## config.mk

```make
export PLATFORM = sky130hd
export DESIGN_NAME = rtc_regfront
export DESIGN_NICKNAME = d
export VERILOG_FILES = /design/src/rtl/rtcf_pkg.sv /design/src/rtl/rtcf_ctrl.sv /design/src/rtl/rtcf_regfile.sv /design/src/rtl/rtc_regfront.sv
export SDC_FILE = /design/constraint.sdc
export NUM_CORES = 1
export LEC_CHECK = 0
export ABC_AREA = 0
export BUFFER_PORTS_ARGS = -buffer_cell sky130_fd_sc_hd__buf_2
export CAP_MARGIN = 10
export CORE_MARGIN = 1
export CORE_UTILIZATION = 62
export CTS_BUF_LIST = sky130_fd_sc_hd__clkbuf_16
export DETAILED_ROUTE_END_ITERATION = 7
export MAX_ROUTING_LAYER = met4
export PLACE_DENSITY_LB_ADDON = 0.08
export SLEW_MARGIN = 25
export SYNTH_ARGS = -nofsm -noshare
export SYNTH_HDL_FRONTEND = slang
export SYNTH_SLANG_ARGS = --single-unit
```

## constraint.sdc

```tcl
create_clock -name clk -period 3.5 [get_ports clk]
set_clock_uncertainty 0.15 [all_clocks]
set_input_delay 0.525 -clock clk [delete_from_list [all_inputs] [get_ports clk]]
set_output_delay 0.525 -clock clk [all_outputs]
set_load 0.05 [all_outputs]
```

## src/rtl/rtcf_pkg.sv

```systemverilog
package rtcf_pkg;
    parameter int PTR_W     = 4;
    parameter int BYTE_W    = 8;
    parameter int TIME_REGS = 7;
    parameter int IDX_W     = $clog2(TIME_REGS);

    typedef struct packed {
        logic [PTR_W-1:0]  ptr;
        logic              pend;
        logic [PTR_W-1:0]  fmt;
        logic              set_stb;
        logic [IDX_W-1:0]  set_idx;
        logic [BYTE_W-1:0] set_val;
    } ctrl_st_t;
endpackage

```

## src/rtl/rtcf_ctrl.sv

```systemverilog
module rtcf_ctrl
    import rtcf_pkg::*;
(
    input  logic              clk,
    input  logic              rst_n,
    input  logic              ev_wr_start,
    input  logic              ev_rd_start,
    input  logic              ev_stop,
    input  logic              wr_valid,
    input  logic [BYTE_W-1:0] wr_byte,
    input  logic              rd_req,
    output logic [PTR_W-1:0]  ptr,
    output logic              loc_we,
    output logic              snap_en,
    output logic              rd_en,
    output logic              set_stb,
    output logic [IDX_W-1:0]  set_idx,
    output logic [BYTE_W-1:0] set_val,
    output logic [PTR_W-1:0]  fmt_code
);
    localparam logic [PTR_W-1:0] TIME_LIM = PTR_W'(TIME_REGS);

    ctrl_st_t st_d, st_q;

    always_comb begin
        st_d         = st_q;
        st_d.set_stb = 1'b0;
        loc_we       = 1'b0;
        snap_en      = 1'b0;
        rd_en        = 1'b0;
        if (ev_rd_start) begin
            st_d.ptr = '1;
            snap_en  = 1'b1;
        end else if (ev_wr_start) begin
            st_d.pend = 1'b1;
        end else if (ev_stop) begin
            st_d.pend = 1'b0;
        end else if (wr_valid) begin
            if (st_q.pend) begin
                st_d.ptr  = wr_byte[BYTE_W-1 -: PTR_W];
                st_d.fmt  = wr_byte[PTR_W-1:0];
                st_d.pend = 1'b0;
            end else begin
                if (st_q.ptr < TIME_LIM) begin
                    st_d.set_stb = 1'b1;
                    st_d.set_idx = st_q.ptr[IDX_W-1:0];
                    st_d.set_val = wr_byte;
                end else begin
                    loc_we = 1'b1;
                end
                st_d.ptr = st_q.ptr + 1'b1;
            end
        end else if (rd_req) begin
            rd_en    = 1'b1;
            st_d.ptr = st_q.ptr + 1'b1;
        end
    end

    always_ff @(posedge clk) begin
        if (!rst_n) st_q <= '0;
        else        st_q <= st_d;
    end

    assign ptr      = st_q.ptr;
    assign set_stb  = st_q.set_stb;
    assign set_idx  = st_q.set_idx;
    assign set_val  = st_q.set_val;
    assign fmt_code = st_q.fmt;


    rd_start_ptr_chk: assert property (@(posedge clk) disable iff (!rst_n)
        ev_rd_start |=> st_q.ptr == '1);

    addr_byte_ptr_chk: assert property (@(posedge clk) disable iff (!rst_n)
        (wr_valid && st_q.pend && !ev_rd_start && !ev_wr_start && !ev_stop)
        |=> (st_q.ptr == $past(wr_byte[BYTE_W-1 -: PTR_W])) && !st_q.set_stb);

    stop_hold_chk: assert property (@(posedge clk) disable iff (!rst_n)
        (ev_stop && !ev_rd_start && !ev_wr_start)
        |=> !st_q.pend && $stable(st_q.ptr));

    ptr_wrap_chk: assert property (@(posedge clk) disable iff (!rst_n)
        (rd_req && !wr_valid && !ev_rd_start && !ev_wr_start && !ev_stop && st_q.ptr == '1)
        |=> st_q.ptr == '0);

    strobe_single_chk: assert property (@(posedge clk) disable iff (!rst_n)
        st_q.set_stb |-> $past(wr_valid) && !$past(st_q.pend));
endmodule

```

## src/rtl/rtcf_regfile.sv

```systemverilog
module rtcf_regfile
    import rtcf_pkg::*;
(
    input  logic                        clk,
    input  logic                        rst_n,
    input  logic [PTR_W-1:0]            ptr,
    input  logic                        loc_we,
    input  logic                        snap_en,
    input  logic                        rd_en,
    input  logic [BYTE_W-1:0]           wdata,
    input  logic [TIME_REGS*BYTE_W-1:0] live_time,
    output logic [BYTE_W-1:0]           rd_byte
);
    localparam int DEPTH = 1 << PTR_W;

    logic [BYTE_W-1:0] mem_d [DEPTH];
    logic [BYTE_W-1:0] mem_q [DEPTH];
    logic [BYTE_W-1:0] rd_d, rd_q;

    always_comb begin
        for (int i = 0; i < DEPTH; i++) mem_d[i] = mem_q[i];
        rd_d = rd_q;
        if (snap_en) begin
            for (int i = 0; i < TIME_REGS; i++) mem_d[i] = live_time[i*BYTE_W +: BYTE_W];
        end
        if (loc_we) mem_d[ptr] = wdata;
        if (rd_en)  rd_d = mem_q[ptr];
    end

    always_ff @(posedge clk) begin
        if (!rst_n) begin
            for (int i = 0; i < DEPTH; i++) mem_q[i] <= '0;
            rd_q <= '0;
        end else begin
            for (int i = 0; i < DEPTH; i++) mem_q[i] <= mem_d[i];
            rd_q <= rd_d;
        end
    end

    assign rd_byte = rd_q;


    local_store_chk: assert property (@(posedge clk) disable iff (!rst_n)
        loc_we |=> mem_q[$past(ptr)] == $past(wdata));

    genvar g;
    generate
        for (g = 0; g < TIME_REGS; g++) begin : g_time

            time_hold_chk: assert property (@(posedge clk) disable iff (!rst_n)
                !snap_en |=> $stable(mem_q[g]));
        end
    endgenerate
endmodule

```

## src/rtl/rtc_regfront.sv

```systemverilog
module rtc_regfront
    import rtcf_pkg::*;
#(
    parameter logic [6:0] SLAVE_ADDR = 7'h32
) (
    input  logic                        clk,
    input  logic                        rst_n,
    input  logic                        ev_wr_start,
    input  logic                        ev_rd_start,
    input  logic                        ev_stop,
    input  logic                        wr_valid,
    input  logic [BYTE_W-1:0]           wr_byte,
    input  logic                        rd_req,
    output logic [BYTE_W-1:0]           rd_byte,
    input  logic [TIME_REGS*BYTE_W-1:0] live_time,
    output logic                        set_stb,
    output logic [IDX_W-1:0]            set_idx,
    output logic [BYTE_W-1:0]           set_val,
    output logic [PTR_W-1:0]            fmt_code,
    output logic [6:0]                  dev_addr
);
    logic [PTR_W-1:0] ptr;
    logic             loc_we, snap_en, rd_en;

    rtcf_ctrl u_ctrl (
        .clk(clk), .rst_n(rst_n),
        .ev_wr_start(ev_wr_start), .ev_rd_start(ev_rd_start), .ev_stop(ev_stop),
        .wr_valid(wr_valid), .wr_byte(wr_byte), .rd_req(rd_req),
        .ptr(ptr), .loc_we(loc_we), .snap_en(snap_en), .rd_en(rd_en),
        .set_stb(set_stb), .set_idx(set_idx), .set_val(set_val),
        .fmt_code(fmt_code)
    );

    rtcf_regfile u_regs (
        .clk(clk), .rst_n(rst_n),
        .ptr(ptr), .loc_we(loc_we), .snap_en(snap_en), .rd_en(rd_en),
        .wdata(wr_byte), .live_time(live_time), .rd_byte(rd_byte)
    );

    assign dev_addr = SLAVE_ADDR;


    rd_hold_chk: assert property (@(posedge clk) disable iff (!rst_n)
        !$past(rd_en) |-> $stable(rd_byte));

    rd_start_wins_chk: assert property (@(posedge clk) disable iff (!rst_n)
        ev_rd_start |=> !set_stb);
endmodule

```

# Word-level counts from Yosys, hierarchy flattened
# Memory sizes are Yosys's and may differ from the RTL's. A register that Yosys moved wholly into a read port is not among the register bits.
# Cells that the tools add are included.
op_classes:
  addsub: 1
  n_lt_le_gt_ge: 3
  n_eq_ne: 2
  n_mux: 47
  bitwise_logic: 23
  reduce_logical: 9
ops:
  columns: ["cell", "n"]
  rows:
  - ["two-way mux 8 bit", 17]
  - ["bitwise mux 128 bit", 1]
  - ["two-way mux 128 bit", 1]
  - ["two-way mux 56 bit", 1]
  - ["demux 8 bit (select 4 bit)", 1]
  - ["two-way mux 4 bit", 7]
  - ["two-way mux 12 bit", 2]
  - ["two-way mux 17 bit", 1]
  - ["two-way mux 1 bit", 16]
  - ["OR 1 bit", 16]
  - ["NOT 1 bit", 6]
  - ["AND reduction 6 bit", 1]
  - ["nonzero test 3 bit", 2]
  - ["OR reduction 6 bit", 1]
  - ["greater-or-equal comparator 5 bit (second input constant)", 1]
  - ["less-than comparator 5 x 1 -> 1 bit (second input constant)", 1]
  - ["NOT 4 -> 5 bit", 1]
  - ["AND reduction 5 bit", 1]
  - ["adder 4 x 1 -> 4 bit (second input constant)", 1]
  - ["less-than comparator 4 x 3 -> 1 bit (second input constant)", 1]
  - ["AND reduction 3 bit", 1]
  - ["!= test 2 x 1 -> 1 bit (second input constant)", 1]
  - ["!= test 2 bit (second input constant)", 1]
  - ["AND reduction 2 bit", 1]
  - ["other kinds (2)", 2]
word_totals:
  ff_bits: 21
  ramBits: 128
  input_bits: 71
  wordCells: 92
  mem_count: 1
mem_list:
  columns: ["memory", "depth", "width", "read_ports", "rd_ports_with_merged_regs", "wr", "line", "source"]
  rows:
  - ["u_regs.mem_q", 16, 8, 17, 1, 16, "rtcf_regfile.sv:17", "logic [BYTE_W-1:0] mem_q [DEPTH];"]

# Longest topological paths before layout
logic_depth:
  ltp_word: 9
  ltp_mapped: 8

# Modules after synthesis
# From an unflattened synthesis, not the netlist that was laid out.
unflattened:
  cells_unflattened: 843
  hier_area_um2: 7961.4
by_module_without_submodules:
  columns: ["module", "n_inst", "cells_per_inst", "area_each_um2", "seq_area_each_um2"]
  rows:
  - ["rtcf_regfile", 1, 707, 6766.5, 2722.6]
  - ["rtcf_ctrl", 1, 127, 1134.8, 420.4]
  - ["rtc_regfront", 1, 9, 60.1, 0.0]

# Worst setup path after synthesis
# Ideal clock, no wire load.
synth_timing:
  path_type: "in2reg"
  start: "in wr_valid"
  end: "reg u_ctrl.st_q, in the netlist u_ctrl.ptr[3]"
  setup_ns: 0.118
  arrival_ns: 1.855
  required_time_ns: 3.232
  setup_slack_ns: 1.377
  path_stages: 6
  path_buffers: 2
  cell_sequence: "buf_2 -> nand2b_1 -> or4_1 -> clkbuf_1 -> or3_1 -> o2111a_1"
synth_between:
  elab_chain_cells: 4
  word_cells_on_any_way: 6
  cone_classes: "mux: 4; reduce/logical: 2"
synth_rtl:
  columns: ["element", "line", "source"]
  rows:
  - ["start, declared", "rtc_regfront.sv:11", "input logic wr_valid,"]
  - ["two-way mux 4 bit", "rtcf_ctrl.sv:38", "end else if (wr_valid) begin"]
  - ["two-way mux 4 bit", "rtcf_ctrl.sv:36", "end else if (ev_stop) begin"]
  - ["two-way mux 4 bit", "rtcf_ctrl.sv:34", "end else if (ev_wr_start) begin"]
  - ["two-way mux 4 bit", "rtcf_ctrl.sv:31", "if (ev_rd_start) begin"]
  - ["end signal, assigned", "rtcf_ctrl.sv:61", "else st_q <= st_d;"]
  - ["end, declared", "rtcf_ctrl.sv:23", "ctrl_st_t st_d, st_q;"]
# Parallel ways exist; a longest one is shown, timed or not. The select of a mux whose other input is x is not followed.
# A chain may end at the register's enable or synchronous reset.

==> metrics.md <==
| Metric | Value |
|---|---|
| Synth area leader | `dfxtp_1` |
| Seq cells post-synth | `157` |
| Relative slew slack | `0.367` |
| Vias in the first global route | `5327` |
| Distinct cells, synth | `45` |
| WHS | `0.213 ns` |
| Post-Layout Cell Count | `922` |
| Area growth syn-to-layout | `13.5%` |
| Number of synthesized flops with an enable pin | `0` |
| Post_cts resized | `0` |
| Status | `completed` |
| Clock sinks | `157` |
| H-tree lvl count | `4` |
| DP HPWL | `11800 um` |
| Worst-Skew Late Latency | `0.42 ns` |
| Routed wire length | `17500 um` |
| Max FO, Critical Path | `37` |
| Cell Area, Synth | `7190 um^2` |
| Drt drc | `0` |
| Die width | `110 um` |
| Largest net degree at the start of global routing | `61` |
| RSZ-0062 raised after global routing | `no` |
| Core Region | `11100 um^2` |
| Mean post-synth cell area | `10.0 um^2` |
| Initial antenna violation count | `0` |
| Lkg Pwr | `0.00352 uW` |
| Ant diodes | `0` |
| Peak Freq | `462 MHz` |
| CTS Hold Bufs | `0` |
| Post-synth top area share | `0.437` |
| Routability cong. | `0.827` |
| Worst-case clock buffer depth | `2` |
| Max-Cap Viols | `0` |
| M1 WL | `7430 um` |
| Iteration-0 DRC Markers | `502` |
| Worst-margin pin slew | `0.949 ns` |
| Vias/cell | `6.12` |
| Most common cell in the netlist | `dfxtp_1` |
| Drt first pass iters | `5` |
| ANT nets after route | `0` |
| Layout cells sized above 1 | `0.238` |
| Crit path buffers/inverters | `2` |
| Critical path class | `reg2reg` |
| Final setup violation count | `0` |
| Total Die Area | `12000 um^2` |
| YS warnings | `0` |
| GRT Overall Usage | `0.314` |
| Clock slew at reported path FFs | `0.06 ns` |
| Prevailing post-synth register cell | `dfxtp_1` |
| Boundary Pins | `102` |
| Number of buffers created by CTS | `17` |
| Commonest cells in the netlist | `dfxtp_1 (157), nand3_1 (97), o21ai_0 (76)` |
| Total grt overflow | `0` |
| Nets | `844` |
| VDD IR max | `0.733 mV` |
| Setup bufs post-CTS | `0` |
| Root Driver | `clkbuf_16` |
| Synth Instances | `716` |
| Die height | `110 um` |
| Final core utilization | `0.737` |
| Routed len/inst | `19.0 um` |
| DR WL met3 | `1100 um` |
| Worst hold path class | `in2reg` |
| Vias | `5639` |
| Uppermost layer routed | `met4` |
| CP peak stage delay | `0.49 ns` |
| Critical-path top delay cell | `buf_4` |
| Fin. Hold Viols | `0` |
| Crit end category | `flop` |
| Startpoint Class | `flop` |
| Slew Limit Fails | `0` |
| Async S/R FF share, synth | `0` |
| Arrival time of the worst setup path | `2.34 ns` |
| Cells after DPL | `890` |
| CP required | `3.68 ns` |
| Seq/Total Area, Yosys | `0.437` |
| Crit share post-route | `0.618` |
| Starting Density | `0.649` |
| DR WL met2 | `8630 um` |
| Port bufs | `94` |
| Setup Total Neg Slack | `0 ns` |
| Top delay family on crit path | `buffers and inverters` |
| First-pass GRT wire length | `27100 um` |
| Row cnt | `38` |
| Fin crit period | `2.16 ns` |
| Cell area power density | `506 nW/um^2` |
| CTS tree | `yes` |
| Worst-path cell chain | `buf_4 > inv_1 > ha_1 > nand4b_2 > nand3_1 > o21ai_0` |
| Synth area leaders | `dfxtp_1 (44%), mux2i_1 (10%), mux4_2 (9.7%)` |
-- layout by cell type, fill, tap and decap left out, drive strengths merged, types with 2 or more instances in the layout --
cell and n:
bufinv 3, o221ai 7, inv 6, o21a 2, nand3 100, o21ai 79, nor4 2, nand2 59
mux2 2, buf 111, mux4 31, clkinv 7, clkbuf 17, a21boi 14, nand2b 3, dfxtp 157
and2 2, mux2i 73, nor2 4, conb 7, a2bb2oi 2, or3 2, a21oi 4, nor2b 34
clkinvlp 2, nand4b 8, nor4b 2, nor3 3, o211a 24, ha 4
-- layout make-up --
type                    instances  area, um^2
multi-input cells             479        3630
flip-flops and latches        157        3150
fillers                       817        2920
repair buffers                111         603
clock buffers                  17         425
well taps                     140         175
clock inverters                15         171
inverters                       3        11.3
-- kinds of logic after synthesis --
kind of cell | share of synthesized area
multiplexers | 0.202
AO/OA/AOI/OAI | 0.125
other | 0.00104
buffers and inverters | 0.0604
adder cells (fa/ha/maj) | 0.00696
flip-flops | 0.437
AND/OR/NAND/NOR | 0.167
-- through the flow --
step           total power, uW  instance area [um^2]  setup slack, ns
2_1_floorplan             2200                  7210             1.38
3_3_place_gp              2300                  7570             1.27
3_5_place_dp              2310                  7570             1.18
4_1_cts                   4140                  8160             1.34
5_1_grt                   4260                  8160             1.22
6_report                  4130                  8160             1.34
-- final timing paths --
kind                                  startpoint                        endpoint  slack, ns  cells after the start
setup / recovery      u_ctrl.ptr[1]$_SDFFE_PN0P_                            flop       1.34                      6
hold / removal                      live_time[5]   u_regs.mem_q[0][5]$_SDFF_PN0_       0.21                      3
setup reg to reg      u_ctrl.ptr[1]$_SDFFE_PN0P_                            flop       1.34                      6
hold reg to reg   u_ctrl.set_val[6]$_SDFFE_PN0P_  u_ctrl.set_val[6]$_SDFFE_PN0P_       0.31                      2
-- worst register-to-register path: stages, from the launching register on --
cell and delay [ns]:
dfxtp_2 0.33, buf_4 0.49, inv_1 0.24, ha_1 0.30
nand4b_2 0.30, nand3_1 0.13, o21ai_0 0.13
-- routing by layer --
layer / track usage / vias to the layer above
met2: 0.491 / 175
met3: 0.0759 / 34
li1: - / 2693
met4: 0.120 / 0
met1: 0.393 / 2737
met5: - / -
-- power by group --
group	switching, uW	total [uW]	internal, uW
combinational	232	405	174
clock	733	1850	1120
sequential	36.2	1870	1840
total	1000	4130	3130
Power figures use the tool's default switching activity.
